### src/rtl/dsm_pkg.sv
package dsm_pkg;
  // Extra integrator bits above the input width.
  localparam int unsigned GUARD_BITS = 2;

  // Sign decision: non-negative maps to 1.
  function automatic logic sign_to_bit(input logic msb);
    return ~msb;
  endfunction
endpackage

### src/rtl/dsm_feedback.sv
module dsm_feedback #(
  parameter int unsigned DATA_W = 16
) (
  input  logic                     clk,
  input  logic                     rst,
  input  logic                     en,
  input  logic                     bit_d,
  output logic                     fb_bit,
  output logic signed [DATA_W-1:0] fb_val
);
  localparam logic signed [DATA_W-1:0] FS_POS = {1'b0, {(DATA_W-1){1'b1}}};

  function automatic logic signed [DATA_W-1:0] level_of(input logic b);
    logic signed [DATA_W-1:0] lv;
    lv = b ? FS_POS : -FS_POS;
    return lv;
  endfunction

  always_ff @(posedge clk) begin
    if (rst)     fb_bit <= 1'b0;
    else if (en) fb_bit <= bit_d;
  end

  assign fb_val = level_of(fb_bit);

  // the bit fed back is the one decided in the previous enabled cycle
  p_fb_delay_r3: assert property (@(posedge clk) disable iff (rst)
    en |=> (fb_bit == $past(bit_d)));
  // feedback magnitude is full scale with the sign of the stored bit
  p_fb_level_r3: assert property (@(posedge clk) disable iff (rst)
    fb_bit |-> (fb_val == FS_POS));
  // stored bit held while idle
  p_fb_hold_r2: assert property (@(posedge clk) disable iff (rst)
    !en |=> $stable(fb_bit));
endmodule

### src/rtl/dsm_integrator.sv
module dsm_integrator #(
  parameter int unsigned DATA_W = 16,
  parameter int unsigned ACC_W  = DATA_W + 2
) (
  input  logic                     clk,
  input  logic                     rst,
  input  logic                     en,
  input  logic signed [ACC_W-1:0]  acc_in,
  input  logic signed [DATA_W-1:0] fb_val,
  output logic signed [ACC_W-1:0]  acc_q,
  output logic signed [ACC_W-1:0]  acc_d,
  output logic                     sat_evt
);
  localparam int unsigned WIDE_W = ACC_W + 2;
  localparam logic signed [ACC_W-1:0] ACC_MAX = {1'b0, {(ACC_W-1){1'b1}}};
  localparam logic signed [ACC_W-1:0] ACC_MIN = {1'b1, {(ACC_W-1){1'b0}}};

  function automatic logic signed [WIDE_W-1:0] wide_sum(
    input logic signed [ACC_W-1:0]  a,
    input logic signed [ACC_W-1:0]  b,
    input logic signed [DATA_W-1:0] f
  );
    logic signed [WIDE_W-1:0] ea, eb, ef;
    ea = {{2{a[ACC_W-1]}}, a};
    eb = {{2{b[ACC_W-1]}}, b};
    ef = {{(WIDE_W-DATA_W){f[DATA_W-1]}}, f};
    return ea + eb - ef;
  endfunction

  function automatic logic out_of_range(input logic signed [WIDE_W-1:0] s);
    return !((s[WIDE_W-1:ACC_W-1] == '0) || (s[WIDE_W-1:ACC_W-1] == '1));
  endfunction

  function automatic logic signed [ACC_W-1:0] clamp(input logic signed [WIDE_W-1:0] s);
    logic signed [ACC_W-1:0] r;
    if (!out_of_range(s))    r = s[ACC_W-1:0];
    else if (s[WIDE_W-1])    r = ACC_MIN;
    else                     r = ACC_MAX;
    return r;
  endfunction

  logic signed [WIDE_W-1:0] raw;

  always_comb begin
    raw     = wide_sum(acc_q, acc_in, fb_val);
    sat_evt = out_of_range(raw);
    acc_d   = clamp(raw);
  end

  always_ff @(posedge clk) begin
    if (rst)     acc_q <= '0;
    else if (en) acc_q <= acc_d;
  end

  // integrator holds while enable is low
  p_int_hold_r2: assert property (@(posedge clk) disable iff (rst)
    !en |=> $stable(acc_q));
  // a clamping cycle lands exactly on a limit
  p_sat_limit_r7: assert property (@(posedge clk) disable iff (rst)
    (en && sat_evt) |=> (acc_q == ACC_MAX || acc_q == ACC_MIN));
  // an unclamped enabled cycle stores the exact sum
  p_exact_sum_r4: assert property (@(posedge clk) disable iff (rst)
    (en && !sat_evt) |=> (acc_q == $past(raw[ACC_W-1:0])));
endmodule

### src/rtl/dsm_quantizer.sv
module dsm_quantizer #(
  parameter int unsigned ACC_W = 18
) (
  input  logic signed [ACC_W-1:0] level,
  output logic                    bit_o
);
  import dsm_pkg::*;
  assign bit_o = sign_to_bit(level[ACC_W-1]);

  // a negative level never produces a one
  always_comb begin
    if (level < 0) p_quant_neg_r6: assert (bit_o == 1'b0);
  end
endmodule

### src/rtl/dsm_modulator.sv
module dsm_modulator #(
  parameter int unsigned DATA_W = 16,
  parameter int unsigned ORDER  = 2
) (
  input  logic                     clk,
  input  logic                     rst,
  input  logic                     en,
  input  logic signed [DATA_W-1:0] din,
  output logic                     dout,
  output logic                     ovf
);
  import dsm_pkg::*;

  localparam int unsigned ACC_W  = DATA_W + GUARD_BITS;
  localparam int unsigned STAGES = (ORDER >= 2) ? 2 : 1;

  logic signed [ACC_W-1:0]  st_in [STAGES];
  logic signed [ACC_W-1:0]  st_q  [STAGES];
  logic signed [ACC_W-1:0]  st_d  [STAGES];
  logic [STAGES-1:0]        st_sat;
  logic signed [DATA_W-1:0] fb_val;
  logic                     fb_bit;
  logic                     next_bit;

  assign st_in[0] = {{GUARD_BITS{din[DATA_W-1]}}, din};

  for (genvar k = 0; k < STAGES; k++) begin : g_stage
    if (k > 0) begin : g_chain
      assign st_in[k] = st_d[k-1];
    end
    dsm_integrator #(.DATA_W(DATA_W), .ACC_W(ACC_W)) u_int (
      .clk    (clk),
      .rst    (rst),
      .en     (en),
      .acc_in (st_in[k]),
      .fb_val (fb_val),
      .acc_q  (st_q[k]),
      .acc_d  (st_d[k]),
      .sat_evt(st_sat[k])
    );
    // each stage moves to its computed next value on enable
    p_stage_step_r5: assert property (@(posedge clk) disable iff (rst)
      en |=> (st_q[k] == $past(st_d[k])));
  end

  dsm_quantizer #(.ACC_W(ACC_W)) u_quant (
    .level(st_d[STAGES-1]),
    .bit_o(next_bit)
  );

  dsm_feedback #(.DATA_W(DATA_W)) u_fb (
    .clk   (clk),
    .rst   (rst),
    .en    (en),
    .bit_d (next_bit),
    .fb_bit(fb_bit),
    .fb_val(fb_val)
  );

  assign dout = fb_bit;

  always_ff @(posedge clk) begin
    if (rst)                  ovf <= 1'b0;
    else if (en && |st_sat)   ovf <= 1'b1;
  end

  // reset leaves the output bit and flag low
  p_reset_r1: assert property (@(posedge clk)
    rst |=> (!dout && !ovf));
  // output bit agrees with the sign of the stored last integrator
  p_quant_r6: assert property (@(posedge clk) disable iff (rst)
    en |=> (dout == !st_q[STAGES-1][ACC_W-1]));
  // a clamp raises the flag
  p_ovf_set_r8: assert property (@(posedge clk) disable iff (rst)
    (en && |st_sat) |=> ovf);
  // flag is sticky
  p_no_overflow_drop_r8: assert property (@(posedge clk) disable iff (rst)
    ovf |=> ovf);
endmodule

### config.mk
export PLATFORM = sky130hd
export DESIGN_NAME = dsm_modulator
export DESIGN_NICKNAME = d
export VERILOG_FILES = /design/src/rtl/dsm_pkg.sv /design/src/rtl/dsm_feedback.sv /design/src/rtl/dsm_integrator.sv /design/src/rtl/dsm_quantizer.sv /design/src/rtl/dsm_modulator.sv
export SDC_FILE = /design/constraint.sdc
export NUM_CORES = 1
export LEC_CHECK = 0
export ABC_AREA = 1
export BUFFER_PORTS_ARGS = -buffer_cell sky130_fd_sc_hd__buf_2
export CAP_MARGIN = 15
export CORE_UTILIZATION = 60
export CTS_CLUSTER_SIZE = 14
export DETAILED_ROUTE_END_ITERATION = 8
export PLACE_DENSITY = 0.78
export REMOVE_ABC_BUFFERS = 1
export SLEW_MARGIN = 10
export SYNTH_ARGS = -nofsm -noshare
export SYNTH_HDL_FRONTEND = slang
export SYNTH_HIERARCHICAL = 1
export SYNTH_SLANG_ARGS = --single-unit
### constraint.sdc
create_clock -name clk -period 5.58 [get_ports clk]
set_input_delay 0.279 -clock clk [delete_from_list [all_inputs] [get_ports clk]]
set_output_delay 0.279 -clock clk [all_outputs]
set_load 0.03 [all_outputs]
Word level (Yosys, flattened, before mapping) --
Cells that the tools add are included.
Storage, ports and cells: bits in registers 38, input bits 19, word-level logic and storage cells 24
Cells by class: add/subtract/negate cells 4, eq/ne operators 2, mux-type cells 5, bitwise gates (word level) 1, reduce and logical (&&, ||, !) cells 8
Operator list (count):
- 18-bit 2-to-1 mux | 4
- 19-bit by 16-bit subtractor with 20-bit output | 2
- 18-bit by 16-bit adder with 19-bit output | 1
- 18-bit by 18-bit adder with 19-bit output | 1
- 16-bit 2-to-1 mux | 1
- 3-bit equality test, second input constant | 2
- 3-bit logical NOT | 2
- 1-bit logical NOT | 2
- 1-bit logical OR | 2
- 2-bit OR reduction | 1
- 1-bit logical AND | 1
- 1-bit NOT | 1

Depth between registers and ports, before layout --
depth after elaboration 12, gate-level depth with buffers 41, mapped depth without buffers 40

Cells and area by module --
Netlist, hierarchy kept.
By module, submodules not included:
- dsm_integrator (g_stage[0].u_int) | instances 1, cells an instance 415, area each 2642.5 µm², sequential area each 360.3 µm²
- dsm_integrator (g_stage[1].u_int) | instances 1, cells an instance 416, area each 2641.3 µm², sequential area each 360.3 µm²
- dsm_feedback | instances 1, cells an instance 24, area each 162.7 µm², sequential area each 20.0 µm²
- dsm_modulator | instances 1, cells an instance 4, area each 33.8 µm², sequential area each 20.0 µm²
- dsm_quantizer | instances 1, cells an instance 1, area each 3.8 µm², sequential area each 0.0 µm²

Worst setup path after synthesis --
Ideal clock, no wire load.
path type flip-flop to flip-flop, start point register u_fb.fb_bit, end point register ovf, arrival 5.168 ns, data required time 5.461 ns, slack 0.293 ns, cell stages (with the launch flop) 35, path buffers 3, path through dfxtp_1 inv_1 fa_1 inv_1 ha_1 clkbuf_2 nand2_1 o21ai_0 a21oi_1 nand3_1 nand2_1 nand2_2 nand2_4 buf_12 nand2_2 nand2_1 inv_1 fa_1 inv_1 ha_1 nand2_2 inv_1 a21oi_2 nand3_2 nand2_1 nand2_1 nand2_1 nand2_1 inv_1 nand2_2 nand2_4 buf_12 nand2_1 o21ai_1 a21oi_1
RTL lines:
- start: declaration | line dsm_feedback.sv:8 | output logic fb_bit,
- start signal: assignment | line dsm_feedback.sv:21 | else if (en) fb_bit <= bit_d;
- end signal: assignment | line dsm_modulator.sv:63 | if (rst) ovf <= 1'b0;
- end signal: assignment | line dsm_modulator.sv:64 | else if (en && |st_sat) ovf <= 1'b1;
- end: declaration | line dsm_modulator.sv:10 | output logic ovf

==> impl_metrics.env <==
export IMPL_status="completed"
export IMPL_setup_violations=0
export IMPL_yosys_warnings=6
export IMPL_place_inst=944
export IMPL_crit_slowest_cell="fa_1"
export IMPL_worst_pin_slew_ns=0.7363
export IMPL_gr_usage_all_layers_pct=26.84
export IMPL_worstPathRequired_ns=5.77
export IMPL_clock_latency_ns=0.29
export IMPL_start_kind="register"
export IMPL_synth_cells=842
export IMPL_viasPerCell=5.057
export IMPL_htreeDepth=2
export IMPL_antenna_found_initial=0
export IMPL_design_area_sq_um=5913
export IMPL_drive_above_1_share_pct=15.38
export IMPL_fin_worst_skew_ns=0.003728
export IMPL_numCtsBuffers=5
export IMPL_cts_root_buf="clkbuf_8"
export IMPL_syn2layout_area_growth_pct=9.196
export IMPL_cap_viol_max_count=0
export IMPL_min_from="en"
export IMPL_firstDrtPassIters=5
export IMPL_dpl_hpwl_microns=9837
export IMPL_crit_arrival_ns=5.53
export IMPL_design_die_area_sq_um=9409
export IMPL_grt_pass1_vias=4788
export IMPL_nNetsFinal=953
export IMPL_slew_headroom_pct=50.91
export IMPL_core_area_sq_um=8721
export IMPL_reg2reg_to="g_stage[1].u_int/acc_q[4]$_SDFFE_PP0P_"
export IMPL_diodes=0
export IMPL_core_rowCount=34
export IMPL_min_delay_path_depth=4
export IMPL_drc=0
export IMPL_slew_viol_final=0
export IMPL_die_x_microns=97
export IMPL_drtIter0Drc=212
export IMPL_hp_class="in2reg"
export IMPL_syn_avg_cell_area_sq_um=6.431
export IMPL_grt_overflow=0
export IMPL_crit_family="simple AND/OR/NAND/NOR gates"
export IMPL_routedWlPerCell_microns=13.18
export IMPL_crit_path_frequent_cell="nand2_1"
export IMPL_whs_ns=0.2940
export IMPL_cp_max_fo=14
export IMPL_max_freq_mhz=187.4
export IMPL_placed_area_sq_um=5474
export IMPL_reg2reg_slack_ns=0.25
export IMPL_setup_tns_ns=0
export IMPL_n_fill_cell=794
export IMPL_grt_max_degree=42
export IMPL_clkTransAtPathRegs_ns=0.07
export IMPL_regArea_sq_um=762.0
export IMPL_start_util_pct=62.09
export IMPL_end_kind="register"
export IMPL_ant_nets=0
export IMPL_place_gp_congestion=0.9835
export IMPL_crit_type="reg2reg"
export IMPL_port_buffer_count=20
export IMPL_finalHoldViolCount=0
export IMPL_period_minus_slack_ns=5.335
export IMPL_die_height_microns=97
export IMPL_worst_hold_path_endpoint="g_stage[1].u_int/acc_q[16]$_SDFFE_PP0P_"
export IMPL_syn_area_sq_um=5415
export IMPL_cts_hold_buf=0
export IMPL_multi_input_area_sq_um=3789
export IMPL_grt_pass1_wl_microns=21030
export IMPL_ctsLongestPathBuffers=2
export IMPL_finalCritPeriodShare_pct=95.61
export IMPL_ff2ff_path_depth=32
export IMPL_r2r_start="u_fb/fb_bit$_SDFFE_PP0P_"
export IMPL_io_pins=21
export IMPL_cts_sinks=38
export IMPL_finalWirelength_microns=12730
export IMPL_slowest_delay_ns=0.53
export IMPL_stdcell_count=966
export IMPL_vias=4885
export IMPL_critPathBufInv=6
export IMPL_cts_tree="built"
## placed cells by master, fill, tap and decap left out, types with 3 or more instances in the layout
| cell type | count |
|---|---|
| xor2_1 | 18 |
| dfxtp_1 | 37 |
| a21oi_2 | 13 |
| ha_2 | 5 |
| nand2_1 | 190 |
| nor2_2 | 5 |
| buf_4 | 19 |
| ha_1 | 31 |
| nand3_1 | 50 |
| o21bai_1 | 3 |
| buf_2 | 20 |
| nand2_8 | 4 |
| a21oi_1 | 61 |
| clkbuf_8 | 6 |
| o21ai_0 | 14 |
| nand4_1 | 7 |
| nand3_2 | 6 |
| ha_4 | 4 |
| nand2_4 | 6 |
| fa_1 | 36 |
| nor2_1 | 28 |
| inv_1 | 223 |
| xnor2_1 | 8 |
| and2_1 | 3 |
| o21ai_1 | 5 |
| nand2_2 | 31 |
## state kept, by name, summed over array words and instances (netlist names)
register / flops
ovf: 1
u_fb/fb_bit: 1
g_stage.u_int/acc_q: 36
## what timing repair did
action,CTS,global route
buffers inserted,0,12
endpoints found under the setup margin,0,18
resized for setup,0,42
## worst reg2reg max path, delay by kind of cell, from the launching register on
kind	cells	cell delay, ns
and+or+nand+nor	22	2.65
adders and majority gates	4	1.80
buffers and inverters	6	0.46
DFF	1	0.35
## per-layer routing
layer  track usage (%)  routed length, microns
met1             35.40                    5908
met2             47.07                    6193
met3             2.457                     416
met4             6.774                     210
met5                 0                       0
## final cells by class
| class | instances | area share [%] |
|---|---|---|
| multi-input combinational | 547 | 64.07 |
| inverter | 226 | 14.41 |
| sequential | 38 | 12.89 |
| timing repair buffer | 40 | 4.444 |
| tap | 108 | 2.285 |
| clock buffer | 6 | 1.397 |
| clock inverter | 1 | 0.5078 |
## per-stage QoR
step	util [%]	worst slack, ns
after global placement	62.77	0.2160
after detailed placement	62.77	0.2034
after CTS	64.06	0.1748
after floorplan	-	-1.156
after global routing	67.80	-0.02738
final	67.80	0.2451
## worst max path at each step
| stage | from | end | depth (start not counted) |
|---|---|---|---|
| floorplan | u_fb/fb_bit$_SDFFE_PP0P_ | ovf$_SDFFE_PP0P_ | 29 |
| global placement | u_fb/fb_bit$_SDFFE_PP0P_ | ovf$_SDFFE_PP0P_ | 33 |
| detailed placement | u_fb/fb_bit$_SDFFE_PP0P_ | ovf$_SDFFE_PP0P_ | 31 |
| CTS | u_fb/fb_bit$_SDFFE_PP0P_ | g_stage[1].u_int/acc_q[11]$_SDFFE_PP0P_ | 30 |
| global route | u_fb/fb_bit$_SDFFE_PP0P_ | g_stage[1].u_int/acc_q[4]$_SDFFE_PP0P_ | 38 |
| finish | u_fb/fb_bit$_SDFFE_PP0P_ | g_stage[1].u_int/acc_q[4]$_SDFFE_PP0P_ | 32 |
Power is not shown: default switching activity piles up to over one toggle a cycle in this logic, so the estimate is an artifact.
